$ cat src/rtl/cfgb_pkg.sv
`timescale 1ns/1ps
package cfgb_pkg;
  localparam int unsigned BUS_W = 32;
  localparam logic [7:0] OFS_COUNT  = 8'h08;
  localparam logic [7:0] OFS_STATUS = 8'h0C;
  typedef enum logic [1:0] {SEL_NONE, SEL_COUNT, SEL_STATUS} reg_sel_e;
endpackage

$ cat src/rtl/cfgb_regdec.sv
`timescale 1ns/1ps
module cfgb_regdec
  import cfgb_pkg::*;
#(
  parameter int unsigned ADDR_W = 8,
  parameter int unsigned CNT_W  = 12
) (
  input  logic              wr_en,
  input  logic              rd_en,
  input  logic [ADDR_W-1:0] addr,
  input  logic [BUS_W-1:0]  wdata,
  input  logic [CNT_W-1:0]  remaining,
  input  logic              done_q,
  output logic              cnt_wr,
  output logic [CNT_W-1:0]  cnt_val,
  output logic              stat_clr,
  output logic [BUS_W-1:0]  rdata
);
  localparam logic [ADDR_W-1:0] A_CNT  = ADDR_W'(OFS_COUNT);
  localparam logic [ADDR_W-1:0] A_STAT = ADDR_W'(OFS_STATUS);

  reg_sel_e sel;
  logic     unused_hi;

  always_comb begin
    sel = SEL_NONE;
    if (addr == A_CNT)       sel = SEL_COUNT;
    else if (addr == A_STAT) sel = SEL_STATUS;
  end

  assign cnt_wr    = wr_en && (sel == SEL_COUNT);
  assign cnt_val   = wdata[CNT_W-1:0];
  assign stat_clr  = wr_en && (sel == SEL_STATUS) && wdata[0];
  assign unused_hi = ^wdata[BUS_W-1:CNT_W];

  always_comb begin
    rdata = '0;
    if (rd_en) begin
      unique case (sel)
        SEL_COUNT:  rdata = {{(BUS_W-CNT_W){1'b0}}, remaining};
        SEL_STATUS: rdata = {{(BUS_W-1){1'b0}}, done_q};
        default:    rdata = '0;
      endcase
    end
  end
endmodule

$ cat src/rtl/cfgb_pulse_eng.sv
`timescale 1ns/1ps
module cfgb_pulse_eng #(
  parameter int unsigned CNT_W = 12
) (
  input  logic             clk,
  input  logic             rst_n,
  input  logic             start,
  input  logic [CNT_W-1:0] load_val,
  output logic             dclk,
  output logic             busy,
  output logic [CNT_W-1:0] remaining,
  output logic             fin
);
  localparam logic [CNT_W-1:0] ONE = CNT_W'(1);

  logic last_fall, zero_start;

  assign last_fall  = busy && dclk && (remaining == ONE);
  assign zero_start = start && !busy && (load_val == '0);
  assign fin        = last_fall || zero_start;

  always_ff @(posedge clk) begin
    if (!rst_n) begin
      busy      <= 1'b0;
      dclk      <= 1'b0;
      remaining <= '0;
    end else if (!busy) begin
      if (start) begin
        remaining <= load_val;
        if (load_val != '0) begin
          busy <= 1'b1;
          dclk <= 1'b1;
        end
      end
    end else if (dclk) begin
      dclk      <= 1'b0;
      remaining <= remaining - ONE;
      if (remaining == ONE) busy <= 1'b0;
    end else begin
      dclk <= 1'b1;
    end
  end
endmodule

$ cat src/rtl/cfgb_done_flag.sv
`timescale 1ns/1ps
module cfgb_done_flag (
  input  logic clk,
  input  logic rst_n,
  input  logic set_i,
  input  logic clr_i,
  output logic done_q
);
  always_ff @(posedge clk) begin
    if (!rst_n)     done_q <= 1'b0;
    else if (set_i) done_q <= 1'b1;
    else if (clr_i) done_q <= 1'b0;
  end
endmodule

$ cat src/rtl/cfg_dclk_burst.sv
`timescale 1ns/1ps
module cfg_dclk_burst
  import cfgb_pkg::*;
#(
  parameter int unsigned ADDR_W = 8,
  parameter int unsigned CNT_W  = 12
) (
  input  logic              clk,
  input  logic              rst_n,
  input  logic              wr_en,
  input  logic              rd_en,
  input  logic [ADDR_W-1:0] addr,
  input  logic [31:0]       wdata,
  output logic [31:0]       rdata,
  output logic              cfg_dclk,
  output logic              cfg_dclk_en
);
  logic             cnt_wr, stat_clr, busy, fin, done_q;
  logic [CNT_W-1:0] cnt_val, remaining;

  cfgb_regdec #(.ADDR_W(ADDR_W), .CNT_W(CNT_W)) u_dec (
    .wr_en(wr_en), .rd_en(rd_en), .addr(addr), .wdata(wdata),
    .remaining(remaining), .done_q(done_q),
    .cnt_wr(cnt_wr), .cnt_val(cnt_val), .stat_clr(stat_clr), .rdata(rdata)
  );

  cfgb_pulse_eng #(.CNT_W(CNT_W)) u_eng (
    .clk(clk), .rst_n(rst_n), .start(cnt_wr), .load_val(cnt_val),
    .dclk(cfg_dclk), .busy(busy), .remaining(remaining), .fin(fin)
  );

  cfgb_done_flag u_done (
    .clk(clk), .rst_n(rst_n), .set_i(fin), .clr_i(stat_clr), .done_q(done_q)
  );

  assign cfg_dclk_en = busy;
endmodule

$ cat config.mk
export PLATFORM = sky130hd
export DESIGN_NAME = cfg_dclk_burst
export DESIGN_NICKNAME = d
export VERILOG_FILES = /design/src/rtl/cfgb_pkg.sv /design/src/rtl/cfgb_regdec.sv /design/src/rtl/cfgb_pulse_eng.sv /design/src/rtl/cfgb_done_flag.sv /design/src/rtl/cfg_dclk_burst.sv
export SDC_FILE = /design/constraint.sdc
export NUM_CORES = 1
export LEC_CHECK = 0
export BUFFER_PORTS_ARGS = -buffer_cell sky130_fd_sc_hd__buf_2
export CORE_UTILIZATION = 45
export CTS_BUF_LIST = sky130_fd_sc_hd__clkbuf_16
export DETAILED_ROUTE_END_ITERATION = 7
export PLACE_DENSITY_LB_ADDON = 0.15
export SYNTH_ARGS = -nofsm -noshare
export SYNTH_HDL_FRONTEND = slang
export SYNTH_HIERARCHICAL = 1
export SYNTH_SLANG_ARGS = --single-unit
$ cat constraint.sdc
create_clock -name clk -period 2.65 [get_ports clk]
set_clock_uncertainty 0.05 [all_clocks]
set_input_delay 0.265 -clock clk [delete_from_list [all_inputs] [get_ports clk]]
set_output_delay 0.265 -clock clk [all_outputs]
set_load 0.05 [all_outputs]
======== After elaboration in Yosys (flattened, before gate mapping) ========
Index checks and enable logic that the tools add are counted.
cells by class
  mux-type cells .......................... 18
  $lt $le $gt $ge ......................... 0
  equality and inequality tests ........... 6
  shift operators ......................... 0
  bitwise operators ....................... 0
  add/subtract/negate cells ............... 1
  divide/modulo/power cells ............... 0
  reduce and logical (&&, ||, !) cells .... 16
  $mul .................................... 0
operators with widths
  operator                 count
  $mux W12                 3
  $mux W32                 1
  $pmux W12 S2             1
  $eq A8 B4 Y1 const B     2
  $eq A12 B1 Y1 const B    1
  $logic_not A12 Y1        1
  $reduce_bool A12 Y1      1
  $sub A12 B1 Y12 const B  1
  $mux W1                  11
  $logic_and A1 B1 Y1      7
  $reduce_bool A2 Y1       3
  $mux W2                  2
  $reduce_and A2 Y1        2
  $eq A2 B1 Y1 const B     1
  $eq A2 B2 Y1 const B     1
  $ne A2 B1 Y1 const B     1
  $logic_not A1 Y1         1
  $logic_or A1 B1 Y1       1
word-level totals
  latch bits .............................. 0
  input port bits ......................... 44
  memories kept ........................... 0
  flip-flop bits (word level) ............. 15
  RAM bits ................................ 0
  logic and storage cells ................. 45
  memory bits (read-only) ................. 0

======== Longest topological paths before layout ========
Gate-level depths: netlist of the first run.
  depth in word-level cells ............... 9
  depth in mapped cells ................... 9
  depth with buffers taken out ............ 6

======== Modules after synthesis ========
Netlist of the first run, hierarchy kept.
modules (own cells, without submodules)
  module          times used  area an instance (µm²)  cells an instance
  cfgb_pulse_eng  1           934.6                   112
  cfgb_regdec     1           506.7                   69
  cfgb_done_flag  1           41.3                    3

======== Worst setup path after synthesis of the first run ========
OpenSTA, ideal clock, no wires.
  kind .................................... in2out
  start ................................... in addr[7]
  end ..................................... out rdata[0]
  setup slack ............................. -0.259 ns
  data arrival time ....................... 2.594 ns
  required time ........................... 2.335 ns
  cell stages on the path ................. 3
  cells stage by stage .................... or4_1 buf_2 nor4b_1
on the way
  cells in the longest elaborated chain, start to end .. 6
ends and longest elaborated chain
  what                                          RTL line              source
  start, declared                               cfg_dclk_burst.sv:12  input logic [ADDR_W-1:0] addr,
  $eq A8 B4 Y1                                  cfgb_regdec.sv:28     else if (addr == A_STAT) sel = SEL_STATUS;
  $mux W2                                       cfgb_regdec.sv:28
  $mux W2 *                                     cfgb_regdec.sv:27     if (addr == A_CNT) sel = SEL_COUNT;
  $eq A2 B2 Y1 or $eq A2 B1 Y1 (tied branches)  cfgb_regdec.sv:39     unique case (sel)
  $pmux W12 S2 *                                cfgb_regdec.sv:39
  $mux W32 *                                    cfgb_regdec.sv:38     if (rd_en) begin
  end, declared                                 cfg_dclk_burst.sv:14  output logic [31:0] rdata,
Mark *: on every way between the ends. The rest lies on a longest branch, timed or not.

======== Worst setup path in the final report of the first run ========
  start ................................... in addr[7]
  end ..................................... reg u_eng.remaining[9]
on the way
  cells in the longest elaborated chain, start to end .. 7
ends and longest elaborated chain
  what                            RTL line              source
  $eq A8 B4 Y1                    cfgb_regdec.sv:28
  $mux W2                         cfgb_regdec.sv:28
  $mux W2 *                       cfgb_regdec.sv:27
  $eq A2 B1 Y1 *                  cfgb_regdec.sv:31     assign cnt_wr = wr_en && (sel == SEL_COUNT);
  $logic_and A1 B1 Y1 *           cfgb_regdec.sv:31
  named net cnt_wr                cfg_dclk_burst.sv:18  logic cnt_wr, stat_clr, busy, fin, done_q;
  $reduce_bool A2 Y1 (no line) *  --
  $reduce_and A2 Y1 (no line) *   --
  end signal, assigned            cfgb_pulse_eng.sv:29  remaining <= load_val;
  end signal, assigned            cfgb_pulse_eng.sv:37  remaining <= remaining - ONE;
  end, declared                   cfgb_pulse_eng.sv:11  output logic [CNT_W-1:0] remaining,
Mark *: on every way through the listed nets, which the timed path passes. The rest lies on a longest branch.
A chain may end at the register's enable or synchronous reset.

==> summary.md, run 1 <==
| Metric | Value |
|---|---|
| CP peak stage delay | `0.56 ns` |
| Hold Path Depth | `3` |
| CP max-delay cell | `or4_1` |
| Yosys reg bits | `15` |
| Avg Inst Size Synth | `roughly 8 um^2` |
| Synth cell types | `46` |
| Port-buffer cells | `37` |
| Layout net count | `251` |
| Seq/Total Area, Yosys | `0.203` |
| Status | `finished, final reports clean` |
| Worst path top cell family by delay | `simple AND/OR/NAND/NOR gates` |
| RR Endpoint | `u_done/done_q$_SDFFE_PN0P_` |
| Die ar. | `3530 um^2` |
| Reg clk slew, reported paths | `0.05 ns` |
| Sink Count | `15` |
| Worst path cell trace | `buf_2, or4_1, nor4_2, nor2b_1, mux2_2, o21ai_0, a21oi_1` |
| GP Congestion | `0.846` |
| Most frequent cell after synthesis | `buf_4` |
| First DRT Iteration DRCs | `76` |
| Detailed placement HPWL | `2540 um` |
| Slew headroom | `0.540` |
| Setup Crit Path Kind | `in -> reg` |
| Via count | `about 1300` |
| Worst Hold End | `u_eng/remaining[5]$_SDFFE_PN0P_` |
| WP data arrival | `2.21 ns` |
| Fin worst setup slack | `about 0.5 ns` |
| Post-Place Cell Area | `1520 um^2` |
| F_max | `466 MHz` |
| Drt wl/cell | `about 13 um` |
| Layout Area Growth over Synthesis | `7.76%` |
| GRT Total Usage | `0.195` |
| Unrepaired setup endpoints after global routing | `no` |
| Die Ht | `59.4 um` |
| Post-DRT Antenna Nets | `0` |
| Max Root-Sink Buffers | `2` |
| Register-to-Register Path Depth | `5` |
| Final setup fails | `0` |
| DRC viols | `0` |
| Bufs and invs on worst path | `1` |
| Post-synthesis instance area | `1480 um^2` |
| Largest net degree at the start of global routing | `17` |
| Vias per inst | `5.42` |
| Synth warn | `6` |
| Number of I/O pins | `a little under 80` |
| Drt pass-1 iters | `4` |
| DRT Wirelength | `between 3000 and 4000 um` |
| Setup Buffers After CTS | `0` |
| Synth top area cells | `dfxtp_1 20%, buf_4 17%, nor4_2 6.8%` |
| Leakage power | `0.698 nW` |
| Core Util, Final | `0.519` |
| Fin crit share | `0.810` |
| Placed Cells | `between 200 and 250` |
| Initial antenna violation count | `0` |
| Final Critical Period | `between 2 and 2.5 ns` |
| Post-route insts no fill | `248` |
| Die width | `59.4 um` |
| Place WS | `0.265 ns` |
| Clk Latency, worst-skew pair | `0.25 ns` |
| CTS tree | `yes` |
| Flop-to-flop setup slack | `0.85 ns` |
| Worst reg2reg startpoint | `u_eng/remaining[2]$_SDFFE_PN0P_` |
| CORE AREA | `a little over 3000 um^2` |
| Commonest cells in the netlist | `33 x buf_4, 20 x nand2_1, 15 x dfxtp_1, 11 x a21oi_1, 8 x nor4_2` |
| Hold Violations, Final | `0` |
| EDFF count, synth | `0` |
| Number of diodes | `0` |
| Fin. max-slew vios | `0` |
| Htree depth | `1` |
| Min Hold Slack | `0.270 ns` |
| Share of cells above drive strength 1 | `0.314` |
| Final Cell Area | `roughly 1600 um^2` |
| Overflow after GRT | `0` |
| FFs w/ async S/R, synth | `0` |
| MaxCap Viol Count | `0` |
| Post-cts resize count | `0` |
| Yosys top cell by area | `dfxtp_1` |
| Vias in the first global route | `1115` |
| Crit end category | `register` |
| Post-CTS Hold Buffers | `0` |
| Global-route wire length before repair | `5200 um` |
| Synth top area share | `0.203` |
| HP Class | `in -> reg` |
| Synth Flop Type | `dfxtp_1` |
| HP Start | `wdata[5]` |
| Worst Tran Pin Value | `0.686 ns` |
| CP Data Required Time | `between 2 and 3 ns` |
| Peak supply drop | `between 0.2 and 0.25 mV` |
| Initial Util | `0.482` |
| Standard-cell row count | `20` |
| Power per cell area | `~400 nW/um^2` |
| CTS root buf | `clkbuf_16` |
| CP Launch Type | `input port` |
| Cells after synthesis | `between 150 and 200` |
| Crit Path Max Fanout | `4` |
| CTS Buf Count | `3` |
[layout by cell type, fill, tap and decap left out, drive strengths merged]
cell type	netlist	routed
a21o	1	1
nor3	4	4
and3b	1	1
dfxtp	15	15
or3b	1	1
nand2	20	20
a41oi	3	3
nor4	16	16
o211ai	1	1
nor2b	4	4
clkbuf	5	3
a21oi	11	11
nor2	7	7
nand3	3	3
nand4b	1	1
o21a	5	5
a311oi	2	2
o31ai	2	2
o22ai	1	1
o221a	1	1
inv	4	5
mux2	3	3
buf	40	42
and3	4	4
conb	1	20
mux2i	5	5
and2	1	1
a31oi	1	1
nand4	4	4
nand3b	1	1
o21ai	7	7
nand2b	2	2
ha	2	2
nor4b	1	1
o211a	2	2
xnor2	1	1
or4	1	1
[cell families after synthesis]
| family | count (synthesis) | share of synthesized area |
|---|---|---|
| adders and majority gates | 2 | 0.0169 |
| AOI/OAI and AO/OA | 37 | 0.175 |
| muxes | 8 | 0.0565 |
| xor gates and xnor gates | 1 | 0.00591 |
| buffers and inverters | 49 | 0.225 |
| and+or+nand+nor | 71 | 0.316 |
| DFF | 15 | 0.203 |
| other | 1 | 0.00253 |
[worst max path at each step]
stage | startpoint | to | depth (start not counted) | slack [ns]
after global placement | addr[7] | u_eng/remaining[9]$_SDFFE_PN0P_ | 7 | 0.28
after CTS | addr[7] | u_eng/remaining[9]$_SDFFE_PN0P_ | 7 | 0.51
after global routing | addr[7] | u_eng/remaining[9]$_SDFFE_PN0P_ | 7 | 0.43
after floorplan | addr[7] | rdata[10] | 3 | -0.13
after detailed placement | addr[7] | u_eng/remaining[9]$_SDFFE_PN0P_ | 7 | 0.26
final | addr[7] | u_eng/remaining[9]$_SDFFE_PN0P_ | 7 | 0.50
[flip-flops by register name (all words and copies together), names as in the netlist]
signal           cells
u_eng/remaining     12
u_done/done_q        1
u_eng/busy           1
u_eng/dclk           1
[through the flow]
stage,setup TNS (ns),total power [W]
2_1_floorplan,-0.377,0.000357
3_3_place_gp,0,0.000343
3_5_place_dp,0,0.000344
4_1_cts,0,0.000639
5_1_grt,0,0.000660
6_report,0,0.000636
[area by class of cell]
class,count,area [um^2]
fillers,302,1480
flip-flops and latches,15,300
well taps,44,55.1
repair buffers,42,223
multi-input cells,139,926
inverters,4,15.0
clock buffers,3,75.1
clock inverters,1,3.75
[worst min-delay path, delay by kind of cell]
| family | cells | cell delay (ns) |
|---|---|---|
| buffers and inverters | 1 | 0.09 |
| AO/OA/AOI/OAI | 1 | 0.09 |
| AND/OR/NAND/NOR | 1 | 0.08 |
[layer usage]
layer	global-route usage	up-vias	wire length, um	share of wire
met2	0.300	74	1460	0.44
met1	0.272	613	1520	0.46
li1	-	651	-	-
met5	0	-	0	0
met4	0.0918	0	55	0.017
met3	0.0197	5	259	0.079
[power by group]
| group | switching [W] | internal [W] | total (W) |
|---|---|---|---|
| combinational | 0.0000914 | 0.0000215 | 0.000113 |
| sequential | 0.000000674 | 0.000226 | 0.000227 |
| clock | 0.0000957 | 0.000200 | 0.000296 |
| total | 0.000188 | 0.000448 | 0.000636 |
No activity file was read; power rests on OpenSTA's default activity.
==> run 2: changes to the inputs <==
- CORE_UTILIZATION: 45 -> 41
- clock period: 2.65 -> 1.75 ns (I/O delays scaled with it)
==> run 2 against run 1 <==
Effect of this change: total power up 54%; largest power group unchanged; critical endpoint is now rdata[9]; first-iteration DRC count down 43%; register-to-register slack worse by 0.65 ns; clock power up 51%; hold slack worse by 0.067 ns; worst setup slack worse by 0.49 ns; utilization up 4.3 points; sequential share of layout area down 3.0 points; final area up 19%; clock-buffer cell count unchanged; combinational power up 69%.
==> summary.md, run 2 (synthesis gave the netlist of run 1 again) <==
| Metric | Value |
|---|---|
| Leakage power | `0.830 nW (+19%)` |
| First DRT Iteration DRCs | `43 (-43%)` |
| Standard-cell row count | `21 (+5.0%)` |
| Initial antenna violation count | `0 (unchanged)` |
| HP Class | `in -> reg` |
| Status | `finished, final reports clean` |
| Max Root-Sink Buffers | `2 (unchanged)` |
| DRC viols | `0 (unchanged)` |
| Unrepaired setup endpoints after global routing | `yes` |
| Final Critical Period | `1.73 ns` |
| GP Congestion | `0.837 (-1.1%)` |
| Fin. max-slew vios | `0 (unchanged)` |
| Via count | `1403 (+4.5%)` |
| Fin crit share | `0.991` |
| Die width | `62.1 um (+4.6%)` |
| DRT Wirelength | `3720 um (+13%)` |
| Hold Violations, Final | `0 (unchanged)` |
| Die Ht | `62.1 um (+4.6%)` |
| Global-route wire length before repair | `6080 um (+17%)` |
| Largest net degree at the start of global routing | `17 (unchanged)` |
| Vias in the first global route | `1294 (+16%)` |
| CP Data Required Time | `1.52 ns (-1.20 ns)` |
| Layout net count | `262 (+4.4%)` |
| Fillers | `301 (-0.33%)` |
| CP Launch Type | `input port` |
| Port-buffer cells | `37 (unchanged)` |
| Setup Crit Path Kind | `in -> out` |
| Overflow after GRT | `0 (unchanged)` |
| Power per cell area | `515 nW/um^2 (+30%)` |
| Post-CTS Hold Buffers | `0 (unchanged)` |
| GRT Total Usage | `0.193 (-0.00186)` |
| F_max | `576 MHz` |
| Most frequent cells in the layout | `25 x buf_2, 20 x conb_1, 19 x nand2_1` |
| Share of cells above drive strength 1 | `0.405 (+0.0909)` |
| Reg clk slew, reported paths | `0.05 ns (about the same)` |
| Max FFs per register | `12 (unchanged)` |
| Crit Path Max Fanout | `13 (+9)` |
| Largest Register | `u_eng/remaining` |
| Die ar. | `3860 um^2 (+9.4%)` |
| Clk Latency, worst-skew pair | `0.25 ns (about the same)` |
| Post-DRT Antenna Nets | `0 (unchanged)` |
| Initial Util | `0.437 (-0.0443)` |
| Htree depth | `1 (unchanged)` |
| WP data arrival | `1.51 ns (-0.70 ns)` |
| CTS Buf Count | `3 (unchanged)` |
| Detailed placement HPWL | `2680 um (+5.7%)` |
| Sink Count | `15 (unchanged)` |
| Number of diodes | `0 (unchanged)` |
| CORE AREA | `3390 um^2 (+10%)` |
| Drt pass-1 iters | `4 (unchanged)` |
| Peak supply drop | `0.337 mV (+67%)` |
| Final Total Pwr | `0.000982 W (+54%)` |
| Vias per inst | `5.38 (-0.74%)` |
| Commonest non-fill, non-tap cell in the layout | `buf_2` |
| CTS root buf | `clkbuf_16` |
| Crit end category | `output port` |
| Layout Area Growth over Synthesis | `28.5%` |
| Final setup fails | `0 (unchanged)` |
| Number of I/O pins | `78 (unchanged)` |
| Drt wl/cell | `14.2 um (+7.2%)` |
| Min Hold Slack | `0.204 ns (-0.0670 ns)` |
| CTS tree | `yes` |
| MaxCap Viol Count | `0 (unchanged)` |
## run 2: area by class of cell
| cell class | count | area [um^2] | share of cell area |
|---|---|---|---|
| Timing Repair Buffer | 53 | 385 | 0.202 |
| Clock buffer | 3 | 75.1 | 0.0394 |
| Multi-Input combinational cell | 139 | 1070 | 0.561 |
| Clock inverter | 1 | 3.75 | 0.00197 |
| Sequential cell | 15 | 300 | 0.158 |
| Inverter | 4 | 15.0 | 0.00788 |
| Tap cell | 46 | 57.6 | 0.0302 |
## run 2: timing repair
action                     CTS  global route
pin swaps                    2             2
setup endpoints to repair   15            15
hold endpoints to repair     0             0
cloned                       0             0
gates resized for setup     16            23
setup buffers                1             2
## run 2: critical path, cell delays in order
cell	delay, ns
buf_6	0.09
or4_4	0.56
buf_12	0.19
nor4_2	0.25
buf_4	0.24
## run 2: path summary, 6_finish.rpt
path | slack [ns] | end | startpoint | cells past startpoint
hold reg to reg | 0.47 | u_eng/remaining[6]$_SDFFE_PN0P_ | u_eng/remaining[6]$_SDFFE_PN0P_ | 2
hold / removal | 0.20 | u_eng/remaining[5]$_SDFFE_PN0P_ | wdata[5] | 3
setup reg to reg | 0.20 | u_done/done_q$_SDFFE_PN0P_ | u_eng/busy$_SDFF_PN0_ | 5
setup / recovery | 0.02 | rdata[9] | addr[0] | 5
## run 2: per-layer routing
layer  part of all wire  vias up  GRT usage
li1                   -      677          -
met1               0.44      649      0.259
met2               0.49       73      0.309
met3              0.068        4     0.0349
met4             0.0051        0     0.0698
met5                  0        -          0
## run 2: report_power, final
group,internal (W),leakage [nW],total [W],switching [W]
clock network,0.000303,0.0423,0.000447,0.000144
registers,0.000343,0.121,0.000344,0.00000107
logic,0.0000406,0.667,0.000191,0.000151
total,0.000686,0.830,0.000982,0.000296
## run 2: through the flow
| step | area (um^2) | std cells | utilization | worst slack (ns) | setup TNS [ns] |
|---|---|---|---|---|---|
| 2_1_floorplan | 1630 | 203 | - | -0.524 | -7.68 |
| 3_3_place_gp | 1640 | 255 | 0.484 | -0.354 | -3.68 |
| 3_5_place_dp | 1640 | 255 | 0.484 | -0.391 | -4.12 |
| 4_1_cts | 1780 | 260 | 0.525 | 0.00236 | 0 |
| 5_1_grt | 1910 | 261 | 0.562 | -0.0355 | -0.124 |
| 6_report | 1910 | 261 | 0.562 | 0.0150 | 0 |
==> run 3: changes to the inputs <==
- PLACE_DENSITY: unset -> 0.8
- PLACE_DENSITY_LB_ADDON: 0.15 -> unset
==> run 3 against run 2 <==
Effect of this change: clock power fell by 2%; critical path depth did not move; critical endpoint is now rdata[6]; flip-flop and latch count did not move; routed wire length rose by 0.48%; utilization fell by 1.1 points; total power fell by 1.0%; cell count rose by 0.38%; sequential power barely moved; highest routed layer unchanged; the run now ends with negative setup slack left.
==> summary.md, run 3 (synthesis gave the netlist of run 1 again) <==
| Metric | Value |
|---|---|
| Layout net count | `263 (+0.38%)` |
| WP data arrival | `1.54 ns (+0.03 ns)` |
| Pint | `0.000685 W (-0.20%)` |
| CP peak stage delay | `0.56 ns (about the same)` |
| Reg clk slew, reported paths | `0.05 ns (about the same)` |
| Initial antenna violation count | `0 (unchanged)` |
| CP Data Required Time | `1.52 ns (about the same)` |
| Sink Count | `15 (unchanged)` |
| Multi-input logic area | `1040 um^2 (-2.7%)` |
| Drt wl/cell | `14.3 um (+0.10%)` |
| Vias in the first global route | `1232 (-4.8%)` |
| HP Class | `in -> reg` |
| GP Congestion | `0.893 (+6.7%)` |
| Max layer used | `met4` |
| Min Hold Slack | `0.186 ns (-0.0174 ns)` |
| Crit end category | `output port` |
| Unrepaired setup endpoints after global routing | `yes` |
| Sequential cell area | `302 um^2 (+0.42%)` |
| Htree depth | `1 (unchanged)` |
| F_max | `566 MHz (-1.9%)` |
| CP max-delay cell | `or4_4` |
| Die width | `62.1 um (unchanged)` |
| Hold Violations, Final | `0 (unchanged)` |
| CP Launch Type | `input port` |
| Fillers | `311 (+3.3%)` |
| First DRT Iteration DRCs | `93 (+120%)` |
| Via count | `1427 (+1.7%)` |
| Detailed placement HPWL | `2610 um (-2.8%)` |
| Psw | `0.000287 W (-2.9%)` |
| Fin worst setup slack | `-0.0181 ns (-0.0331 ns)` |
| Max Root-Sink Buffers | `2 (unchanged)` |
| Peak supply drop | `0.284 mV (-16%)` |
| Layout Area Growth over Synthesis | `26.1%` |
| Setup Crit Path Kind | `in -> out` |
| CTS Buf Count | `3 (unchanged)` |
| Violated checks | `negative setup slack` |
| Share of cells above drive strength 1 | `0.412 (+0.00739)` |
| Post-Place Cell Area | `1650 um^2 (+0.46%)` |
| Place WS | `-0.396 ns (-0.00574 ns)` |
| Max FFs per register | `12 (unchanged)` |
| Clock Power Share | `0.452 (-0.003)` |
| Leakage power | `0.810 nW (-2.4%)` |
| Initial Util | `0.437 (unchanged)` |
| Largest net degree at the start of global routing | `17 (unchanged)` |
| HP Start | `wdata[5]` |
| Metal-1 WL | `1560 um (-3.8%)` |
| GRT Total Usage | `0.188 (-0.00520)` |
| DRT Wirelength | `3740 um (+0.48%)` |
| Number of diodes | `0 (unchanged)` |
| Clk Latency, worst-skew pair | `0.24 ns (about the same)` |
| Most frequent cells in the layout | `25 x buf_2, 21 x buf_4, 20 x conb_1` |
| Status | `finished, violations left` |
| Final Cell Area | `1870 um^2 (-1.9%)` |
| Worst path cell trace | `buf_6, or4_4, buf_8, nor4_2, buf_4` |
| CTS root buf | `clkbuf_16` |
| Worst reg2reg startpoint | `u_eng/dclk$_SDFFE_PN0P_` |
| Die ar. | `3860 um^2 (unchanged)` |
| Drt pass-1 iters | `4 (unchanged)` |
| Final setup fails | `3 (+3)` |
| Largest Register | `u_eng/remaining` |
| Sw frac | `0.295 (-0.00573)` |
| Vias per inst | `5.45 (+1.3%)` |
| Bufs and invs on worst path | `3 (unchanged)` |
| Worst path top cell family by delay | `simple AND/OR/NAND/NOR gates` |
| Port-buffer cells | `37 (unchanged)` |
| Final Critical Period | `1.77 ns (+0.0331 ns)` |
| Core Util, Final | `0.551 (-0.0107)` |
| Comb pwr share | `0.195 (about the same)` |
| Power per cell area | `520 nW/um^2 (+0.91%)` |
| Post-DRT Antenna Nets | `0 (unchanged)` |
| Routed wl met3 | `295 um (+18%)` |
| Met2 wire length | `1820 um (-0.38%)` |
| Overflow after GRT | `0 (unchanged)` |
| Global-route wire length before repair | `5860 um (-3.6%)` |
| MaxCap Viol Count | `0 (unchanged)` |
| CORE AREA | `3390 um^2 (unchanged)` |
| Post-CTS Hold Buffers | `0 (unchanged)` |
| Commonest non-fill, non-tap cell in the layout | `buf_2` |
| Fin crit share | `1.01 (+0.0189)` |
| Standard-cell row count | `21 (unchanged)` |
| CP startpoint | `addr[7]` |
| Reg power frac | `0.354 (+0.004)` |
| DRC viols | `0 (unchanged)` |
| Crit Path Max Fanout | `13 (unchanged)` |
| Number of I/O pins | `78 (unchanged)` |
| CTS tree | `yes` |
| Die Ht | `62.1 um (unchanged)` |
| Fin. max-slew vios | `0 (unchanged)` |
run 3: per-layer routing:
metal | global-route usage | up-vias
li1 | - | 679
met1 | 0.245 | 662
met2 | 0.312 | 77
met3 | 0.0294 | 9
met4 | 0.0698 | 0
met5 | 0 | -
run 3: timing repair:
item	in CTS	in global routing
resized for setup	14	19
endpoints found under the setup margin	16	16
gates cloned	0	0
buffers inserted	2	0
pin swaps	1	2
run 3: area by class of cell:
| class | instances | area share |
|---|---|---|
| clock inverter | 1 | 0.00201 |
| sequential | 15 | 0.161 |
| tap | 46 | 0.0308 |
| clock buffer | 3 | 0.0402 |
| timing repair buffer | 54 | 0.201 |
| multi-input combinational | 139 | 0.556 |
| inverter | 4 | 0.00803 |
run 3: power by group through the flow:
stage	sequential [W]	combinational, W	clock [W]
CTS	0.000344	0.000181	0.000444
global placement	0.000351	0.000177	0
floorplan	0.000351	0.000195	0
global route	0.000344	0.000198	0.000465
detailed placement	0.000351	0.000178	0
finish	0.000344	0.000189	0.000439
run 3: worst register-to-register path: stages, from the launching register on:
cell and delay, ns:
dfxtp_1 0.47, and2_4 0.34, and3_1 0.18, nand3_1 0.12
and3_1 0.22
run 3: metrics by stage:
step | std cells | total power, W | setup TNS, ns
after floorplan | 203 | 0.000546 | -7.68
after global placement | 256 | 0.000527 | -3.65
after detailed placement | 256 | 0.000529 | -3.91
after CTS | 262 | 0.000970 | -0.000429
after global routing | 262 | 0.00101 | -0.303
final | 262 | 0.000972 | -0.0340
run 3: final timing paths:
| check | endpoint | slack [ns] | depth (start not counted) |
|---|---|---|---|
| setup reg to reg | u_eng/busy$_SDFF_PN0_ | 0.25 | 4 |
| hold reg to reg | u_eng/remaining[6]$_SDFFE_PN0P_ | 0.49 | 2 |
| hold / removal | u_eng/remaining[5]$_SDFFE_PN0P_ | 0.19 | 3 |
| setup / recovery | rdata[6] | -0.02 | 5 |
